**src/rtl/extBusPkg.sv**
```systemverilog
package extBusPkg;

  typedef enum logic [1:0] {
    ST_IDLE,
    ST_ADDR,
    ST_DATA,
    ST_HOLD
  } busState_t;

  // strobes from the sequencer to the datapath
  typedef struct packed {
    logic load;        // latch a new request
    logic addrPhase;   // drive address
    logic dataPhase;   // strobe phase
    logic holdPhase;   // strobes released
    logic isWrite;
    logic wide;        // 16-bit cycle
    logic word;        // word access
    logic secondByte;  // second half of a split word
    logic curA0;       // address bit 0 of this byte cycle
    logic capture;     // sample read data this cycle
  } busCtl_t;

endpackage

```
**src/rtl/extBusFsm.sv**
```systemverilog
module extBusFsm
  import extBusPkg::*;
#(
  parameter int WAIT_W = 3
) (
  input  logic              clk,
  input  logic              rstN,
  input  logic              reqValid,
  input  logic              reqWrite,
  input  logic              reqWord,
  input  logic              reqFetch,
  input  logic              reqA0,
  input  logic              readyIn,
  input  logic              widthIn,
  input  logic              cfgWidthA,
  input  logic              cfgWidthB,
  input  logic              cfgStrobeMode,
  input  logic              cfgAdvMode,
  input  logic [WAIT_W-1:0] cfgMaxWait,
  output logic              reqReady,
  output logic              done,
  output logic              cfgError,
  output logic              aleAdv,
  output logic              rdN,
  output logic              wrLowN,
  output logic              wrHighN,
  output logic              fetchOut,
  output busCtl_t           ctl
);

  busState_t         state;
  logic [WAIT_W-1:0] waitCnt;
  logic              wrR, wordR, fetchR, a0R, wideR, byteIdx;
  logic              accept, widthSel, split, lastByte, stayWait;
  logic              curA0, laneLow, laneHigh, inCycle;

  assign accept   = (state == ST_IDLE) && reqValid;
  assign split    = wordR && !wideR;
  assign lastByte = !split || byteIdx;
  assign stayWait = !readyIn && (waitCnt < cfgMaxWait);
  assign curA0    = wordR ? byteIdx : a0R;
  assign laneLow  = !wideR || !curA0;
  assign laneHigh = wideR && (wordR || curA0);
  assign cfgError = !cfgWidthA && !cfgWidthB;

  // width policy: pin-driven, fixed 16, otherwise 8 (illegal falls here)
  always_comb begin
    unique case ({cfgWidthA, cfgWidthB})
      2'b11:   widthSel = widthIn;
      2'b10:   widthSel = 1'b1;
      default: widthSel = 1'b0;
    endcase
  end

  always_ff @(posedge clk or negedge rstN) begin
    if (!rstN) begin
      state   <= ST_IDLE;
      waitCnt <= '0;
      wrR     <= 1'b0;
      wordR   <= 1'b0;
      fetchR  <= 1'b0;
      a0R     <= 1'b0;
      wideR   <= 1'b0;
      byteIdx <= 1'b0;
    end else begin
      unique case (state)
        ST_IDLE: if (accept) begin
          state   <= ST_ADDR;
          wrR     <= reqWrite;
          wordR   <= reqWord;
          fetchR  <= reqFetch;
          a0R     <= reqA0;
          wideR   <= widthSel;
          byteIdx <= 1'b0;
        end
        ST_ADDR: begin
          state   <= ST_DATA;
          waitCnt <= '0;
        end
        ST_DATA: begin
          if (stayWait) waitCnt <= waitCnt + 1'b1;
          else          state   <= ST_HOLD;
        end
        ST_HOLD: begin
          if (lastByte) state <= ST_IDLE;
          else begin
            state   <= ST_ADDR;
            byteIdx <= 1'b1;
          end
        end
        default: state <= ST_IDLE;
      endcase
    end
  end

  always_comb begin
    ctl.load       = accept;
    ctl.addrPhase  = (state == ST_ADDR);
    ctl.dataPhase  = (state == ST_DATA);
    ctl.holdPhase  = (state == ST_HOLD);
    ctl.isWrite    = wrR;
    ctl.wide       = wideR;
    ctl.word       = wordR;
    ctl.secondByte = byteIdx;
    ctl.curA0      = curA0;
    ctl.capture    = (state == ST_DATA) && !stayWait && !wrR;
  end

  assign inCycle  = ctl.addrPhase || ctl.dataPhase || ctl.holdPhase;
  assign reqReady = (state == ST_IDLE);
  assign done     = ctl.holdPhase && lastByte;
  assign aleAdv   = cfgAdvMode ? !(ctl.addrPhase || ctl.dataPhase) : ctl.addrPhase;
  assign rdN      = !(ctl.dataPhase && !wrR);
  assign fetchOut = inCycle && fetchR && !wrR;

  always_comb begin
    if (cfgStrobeMode) begin
      wrLowN  = !(ctl.dataPhase && wrR);
      wrHighN = !(inCycle && laneHigh);
    end else begin
      wrLowN  = !(ctl.dataPhase && wrR && laneLow);
      wrHighN = !(ctl.dataPhase && wrR && laneHigh);
    end
  end

endmodule

```
**src/rtl/extBusData.sv**
```systemverilog
module extBusData
  import extBusPkg::*;
#(
  parameter int AD_W = 16
) (
  input  logic            clk,
  input  logic            rstN,
  input  busCtl_t         ctl,
  input  logic [AD_W-1:0] reqAddr,
  input  logic [AD_W-1:0] reqWdata,
  input  logic [AD_W-1:0] busAdIn,
  output logic [AD_W-1:0] busAdOut,
  output logic            busAdOe,
  output logic [AD_W-1:0] rdData
);

  localparam int BYTE_W = AD_W / 2;

  logic [AD_W-1:0]   addrR, wdR, rdR;
  logic [BYTE_W-1:0] laneLo, laneHi, wrByte;

  assign laneLo = busAdIn[BYTE_W-1:0];
  assign laneHi = busAdIn[AD_W-1:BYTE_W];
  assign wrByte = ctl.secondByte ? wdR[AD_W-1:BYTE_W] : wdR[BYTE_W-1:0];

  always_ff @(posedge clk or negedge rstN) begin
    if (!rstN) begin
      addrR <= '0;
      wdR   <= '0;
      rdR   <= '0;
    end else if (ctl.load) begin
      addrR <= reqAddr;
      wdR   <= reqWdata;
      rdR   <= '0;
    end else if (ctl.capture) begin
      if (ctl.wide && ctl.word)  rdR <= busAdIn;
      else if (ctl.wide)         rdR <= {{BYTE_W{1'b0}}, (ctl.curA0 ? laneHi : laneLo)};
      else if (ctl.secondByte)   rdR[AD_W-1:BYTE_W] <= laneLo;
      else                       rdR[BYTE_W-1:0]    <= laneLo;
    end
  end

  always_comb begin
    busAdOut = '0;
    if (ctl.addrPhase)
      busAdOut = {addrR[AD_W-1:1], ctl.curA0};
    else if ((ctl.dataPhase || ctl.holdPhase) && ctl.isWrite)
      busAdOut = (ctl.wide && ctl.word) ? wdR : {wrByte, wrByte};
  end

  assign busAdOe = ctl.addrPhase || ((ctl.dataPhase || ctl.holdPhase) && ctl.isWrite);
  assign rdData  = rdR;

endmodule

```
**src/rtl/extBusCtrl.sv**
```systemverilog
module extBusCtrl
  import extBusPkg::*;
#(
  parameter int AD_W   = 16,
  parameter int WAIT_W = 3
) (
  input  logic              clk,
  input  logic              rstN,
  input  logic              reqValid,
  input  logic              reqWrite,
  input  logic              reqWord,
  input  logic              reqFetch,
  input  logic [AD_W-1:0]   reqAddr,
  input  logic [AD_W-1:0]   reqWdata,
  output logic              reqReady,
  output logic              done,
  output logic [AD_W-1:0]   rdData,
  input  logic              cfgWidthA,
  input  logic              cfgWidthB,
  input  logic              cfgStrobeMode,
  input  logic              cfgAdvMode,
  input  logic [WAIT_W-1:0] cfgMaxWait,
  output logic              cfgError,
  input  logic              readyIn,
  input  logic              widthIn,
  input  logic [AD_W-1:0]   busAdIn,
  output logic [AD_W-1:0]   busAdOut,
  output logic              busAdOe,
  output logic              aleAdv,
  output logic              rdN,
  output logic              wrLowN,
  output logic              wrHighN,
  output logic              fetchOut
);

  busCtl_t ctl;

  extBusFsm #(.WAIT_W(WAIT_W)) u_fsm (
    .clk           (clk),
    .rstN          (rstN),
    .reqValid      (reqValid),
    .reqWrite      (reqWrite),
    .reqWord       (reqWord),
    .reqFetch      (reqFetch),
    .reqA0         (reqAddr[0]),
    .readyIn       (readyIn),
    .widthIn       (widthIn),
    .cfgWidthA     (cfgWidthA),
    .cfgWidthB     (cfgWidthB),
    .cfgStrobeMode (cfgStrobeMode),
    .cfgAdvMode    (cfgAdvMode),
    .cfgMaxWait    (cfgMaxWait),
    .reqReady      (reqReady),
    .done          (done),
    .cfgError      (cfgError),
    .aleAdv        (aleAdv),
    .rdN           (rdN),
    .wrLowN        (wrLowN),
    .wrHighN       (wrHighN),
    .fetchOut      (fetchOut),
    .ctl           (ctl)
  );

  extBusData #(.AD_W(AD_W)) u_data (
    .clk      (clk),
    .rstN     (rstN),
    .ctl      (ctl),
    .reqAddr  (reqAddr),
    .reqWdata (reqWdata),
    .busAdIn  (busAdIn),
    .busAdOut (busAdOut),
    .busAdOe  (busAdOe),
    .rdData   (rdData)
  );

endmodule

```
**config.mk**
```make
export PLATFORM = sky130hd
export DESIGN_NAME = extBusCtrl
export DESIGN_NICKNAME = d
export VERILOG_FILES = /design/src/rtl/extBusPkg.sv /design/src/rtl/extBusFsm.sv /design/src/rtl/extBusData.sv /design/src/rtl/extBusCtrl.sv
export SDC_FILE = /design/constraint.sdc
export NUM_CORES = 1
export LEC_CHECK = 0
export ABC_AREA = 1
export CAP_MARGIN = 25
export CORE_ASPECT_RATIO = 0.6
export CORE_MARGIN = 2
export CORE_UTILIZATION = 45
export DETAILED_ROUTE_END_ITERATION = 10
export GPL_TIMING_DRIVEN = 1
export PLACE_DENSITY = 0.78
export SETUP_SLACK_MARGIN = 0.2
export SLEW_MARGIN = 25
export SYNTH_ARGS = -nofsm -noshare
export SYNTH_HDL_FRONTEND = slang
export SYNTH_SLANG_ARGS = --single-unit
```
**constraint.sdc**
```tcl
create_clock -name clk -period 2.35 [get_ports clk]
set_input_delay 0.47 -clock clk [delete_from_list [all_inputs] [get_ports clk]]
set_output_delay 0.47 -clock clk [all_outputs]
set_load 0.005 [all_outputs]
```
# == After elaboration in Yosys (flattened, before gate mapping) ==
# Index checks and enable logic that the tools add are counted.
# totals
inputBits,63
output_inout_bits,41
register_bits,59
# classes
add_sub_neg,1
n_reduce_logical,49
n_eq_ne,10
muxes,25
order_cmp,1
# ops
cell,n
16-bit two-way mux,7
8-bit two-way mux,4
1-bit logical AND,17
1-bit zero test,14
2-bit AND reduction,5
"2-bit equality test, second input constant",4
2-bit case mux with 4 select lines,1
1-bit logical OR,7
1-bit two-way mux,7
"2-bit != test, second input constant",3
3-bit case mux with 2 select lines,1
2-bit nonzero test,3
2-bit two-way mux,2
"4-bit by 2-bit != test with 1-bit output, second input constant",1
1-bit case mux with 2 select lines,2
4-bit nonzero test,1
"3-bit by 1-bit adder with 3-bit output, second input constant",1
3-bit < comparator,1
3-bit two-way mux,1
3-bit AND reduction,1
"2-bit by 1-bit equality test with 1-bit output, second input constant",1
2-bit zero test,1
"2-bit by 1-bit != test with 1-bit output, second input constant",1

# == Logic depth before layout (Yosys ltp) ==
# logic_depth
word_depth,7
ltp_mapped,10
depth_no_buf,10

# == By module ==
# A second synthesis with hierarchy kept.
# unflattened
hier_cells,481
area_unflattened_um2,3348.2
# modules_own_cells
module,area_each_um2,n_inst,cells_per_inst,seq_area_each_um2
extBusData,2556.2,1,375,1176.1
extBusFsm,792.0,1,106,275.3

# == Least setup slack after synthesis ==
# OpenSTA, ideal clock, no wires.
# synth_path
kind,reg2out
startpoint,reg u_fsm.state[1]
endpoint,out busAdOut[7]
setup_slack_ns,0.465
path_buffers,2
arrival_ns,1.415
path_stages_with_launch,10
cell_sequence,dfrtp_1 inv_1 ha_1 buf_2 inv_1 nand2_1 a21oi_4 buf_6 o211ai_1 nand2_1
# synth_between
elab_chain_len,5
elab_cells_between_ends,7
cone_classes,3 x eq/ne; 2 x mux; 2 x reduce/logical
# synth_rtl
element,line_no,rtl
from (decl),extBusFsm.sv:31,busState_t state;
from (signal assigned),extBusFsm.sv:57,state <= ST_IDLE;
from (signal assigned),extBusFsm.sv:68,state <= ST_ADDR;
from (signal assigned),extBusFsm.sv:77,state <= ST_DATA;
2-bit equality test (on tied branches),"extBusFsm.sv:99, extBusFsm.sv:100",
1-bit logical OR,extBusData.sv:47,else if ((ctl.dataPhase || ctl.holdPhase) && ctl.isWrite)
1-bit logical AND,extBusData.sv:47,
16-bit two-way mux,extBusData.sv:47,
16-bit two-way mux (*),extBusData.sv:45,if (ctl.addrPhase)
to (decl),extBusCtrl.sv:27,"output logic [AD_W-1:0] busAdOut,"
# Mark *: on every way between the ends. The rest lies on a longest branch, timed or not.

# == Worst setup path after layout ==
# layout_path
startpoint,reg u_fsm.state[1]
endpoint,out busAdOut[9]
# Same word-level chain as after synthesis.

==> results.json <==
{
  "outcome": "complete, but fails checks",
  "violations": "negative setup slack",
  "fin_tns_setup_ns": -0.523,
  "maxSlewViolCount": 0,
  "drive_gt1_share_pct": 18.3,
  "antenna_left": 0,
  "cts_max_path_buffers": 2,
  "synth.most_common_cell": "nand2_1",
  "overflow": 0,
  "core_mm2": 0.00682,
  "max_freq_mhz": 403,
  "endpoint_kind": "output pin",
  "synth_top_family_by_area": "simple AND/OR/NAND/NOR gates",
  "final-setup-viol-count": 11,
  "placed_area_mm2": 0.00440,
  "synth_nets": 508,
  "synth_top_cells_by_count": "218 x nand2_1, 58 x dfrtp_1, 28 x inv_1",
  "ys_seq_elements": 58,
  "die_w_um": 114,
  "drt_iter0_drc": 295,
  "top_layer_used": "met4",
  "track_usage_pct": 26.9,
  "fin_ws_ns": -0.133,
  "syn_to_final_growth_pct": 50.1,
  "required_ns": 1.88,
  "first_pass_iters": 5,
  "start_util_pct": 47.6,
  "cts-hold-fix-buffers": 0,
  "syn_area_per_cell_um2": 7.42,
  "cts-root-buf": "clkbuf_16",
  "synthArstFlopShare_pct": 100,
  "r2r_cells": 9,
  "fin_crit_sh_pct": 106,
  "arrival_ns": 2.01,
  "route.met3.wl_um": 972,
  "die_area_mm2": 0.00793,
  "drc": 0,
  "grt_first_pass_wirelength_um": 16800,
  "rr_endpoint": "u_fsm.byteIdx",
  "clkSlewWorstSetupHoldPaths_ns": 0.05,
  "post_drt_via_cell_ratio": 5.31,
  "p_per_area_mw_per_mm2": 1260,
  "cp_max_fo": 5,
  "fin_nets": 634,
  "row_count": 23,
  "tritoncts": "done",
  "cts_buffers": 9,
  "synthCells": 437,
  "cts-htree-levels": 3,
  "worstReg2RegStart": "u_fsm.state[0]",
  "diodes": 0,
  "grt_pass1_vias": 3458,
  "clock-sinks": 58,
  "grt_max_degree": 39,
  "yosysTopAreaCellShare_pct": 44.7,
  "synthMuxAreaShare_pct": 0,
  "clock_latency_ns": 0.32,
  "synthDistinctLibCells": 24,
  "startpoint_type": "flip-flop",
  "maxCapViolCount": 0,
  "finalCriticalPeriod_ns": 2.48,
  "skew_ns": 0.00526,
  "ys_top_cells_by_area": "dfrtp_1 45%, nand2_1 25%, o211ai_1 3.9%",
  "yosys.area_share.simple_pct": 32.8,
  "portBuffers": 103,
  "route.vias.total": 3478,
  "m1WireLength_um": 4310,
  "vdd_drop_max_mv": 0.436,
  "routed_wl_um": 10300,
  "tightest_slew_ns": 0.644,
  "dp_hpwl_um": 6920,
  "route.met2.wl_um": 4840,
  "antenna_found_initial": 0,
  "worst-setup-path-type": "flip-flop to output pin",
  "synth_area_leader_cell": "dfrtp_1",
  "pin_count": 104,
  "hold_path_class": "input port to async pin",
  "wire_per_inst_um": 15.7,
  "synth-edff-count": 0,
  "fill_cells": 525,
  "synth-main-ff-cell": "dfrtp_1",
  "slew_headroom_pct": 57.1,
  "ys_warn_count": 0,
  "synth-compound-area-share_pct": 12.4,
  "final_area_mm2": 0.00487,
  "die_y_um": 69.8,
  "cellLeakagePower_nw": 2.46,
  "post-route-util_pct": 71.4,
  "rsz0062_at_grt": "true",
  "r2r_slack_ns": 0.44,
  "place_congestion": 0.907,
  "hold_viol": 0,
  "syn_area_mm2": 0.00324,
  "yosysSeqAreaShare_pct": 44.7,
  "synth-adder-area-share_pct": 3.09,
  "yosys.area_share.xor_xnor_pct": 0.270
}
-- registers in the layout, summed over array words and instances (netlist names) --
name and flops:
u_fsm.waitCnt 3, u_data.wdR 16, u_fsm.fetchR 1, u_fsm.a0R 1, u_data.addrR 15, u_fsm.wideR 1, u_fsm.byteIdx 1, u_fsm.wordR 1
u_fsm.state 2, u_fsm.wrR 1, u_data.rdData 16
-- layout make-up --
class | count | area (um^2) | area share, %
inverter | 32 | 123 | 2.52
clock buffer | 13 | 250 | 5.14
clock inverter | 3 | 15.0 | 0.308
sequential | 58 | 1460 | 29.9
timing repair buffer | 133 | 1260 | 25.8
tap | 87 | 109 | 2.23
multi-input combinational | 329 | 1660 | 34.1
-- power breakdown --
part | internal (mW) | switching, mW | leakage, nW
combinational | 1.46 | 1.69 | 1.60
sequential | 1.46 | 0.391 | 0.726
clock | 0.735 | 0.424 | 0.133
-- stage by stage --
step	setup WS [ns]	total power, mW	instances	hold slack, ns
3_5_place_dp	-0.0394	4.61	620	0.469
2_1_floorplan	0.465	3.30	437	0.174
5_1_grt	-0.187	6.58	655	0.199
4_1_cts	-0.111	6.04	653	0.198
6_report	-0.133	6.16	655	0.169
3_3_place_gp	0.0300	4.51	620	0.465
-- worst max-delay path by stage --
stage | startpoint | to
6_report | u_fsm.state[1] | busAdOut[9]
2_1_floorplan | u_fsm.state[1] | busAdOut[7]
5_1_grt | u_fsm.state[1] | busAdOut[9]
3_3_place_gp | u_fsm.state[1] | busAdOut[7]
3_5_place_dp | u_fsm.state[1] | busAdOut[13]
4_1_cts | u_fsm.state[1] | busAdOut[9]
-- critical path, stage by stage (launching register included) --
cell and delay [ns]:
dfrtp_2 0.47, buf_12 0.15, ha_4 0.16, inv_4 0.06, a21oi_4 0.07, buf_12 0.14, buf_12 0.12, buf_6 0.11
buf_6 0.10, o211ai_1 0.09, nand2_1 0.08, buf_2 0.13
-- layer usage --
| layer | global-route usage [%] | vias to the layer above |
|---|---|---|
| met2 | 43.2 | 179 |
| met3 | 9.44 | 16 |
| li1 | - | 1641 |
| met1 | 34.7 | 1642 |
| met4 | 7.32 | 0 |
| met5 | 0 | - |
-- cells in the final DEF, fill, tap and decap left out, drive strengths merged, types with 3 or more instances in the layout --
| cell type | synthesis | final |
|---|---|---|
| a21oi | 20 | 20 |
| buf | 13 | 50 |
| clkbuf | 5 | 14 |
| clkdlybuf4s50 | 0 | 80 |
| clkinv | 0 | 3 |
| dfrtp | 58 | 58 |
| ha | 8 | 8 |
| inv | 32 | 32 |
| nand2 | 222 | 222 |
| nand3 | 24 | 24 |
| nor2 | 10 | 10 |
| o211ai | 22 | 22 |
| o21ai | 20 | 20 |
-- cell families after synthesis --
| logic type | Yosys count |
|---|---|
| and+or+nand+nor | 258 |
| AOI/OAI and AO/OA | 62 |
| DFF | 58 |
| buffers and inverters | 50 |
| adders and majority gates | 8 |
| xor gates and xnor gates | 1 |
-- what timing repair did --
action / CTS / global route
gates cloned: 1 / 0
setup buffers: 16 / 2
endpoints found under the setup margin: 24 / 23
gates resized for setup: 106 / 13
pin swaps: 17 / 16
No activity file was read; power rests on OpenSTA's default activity.
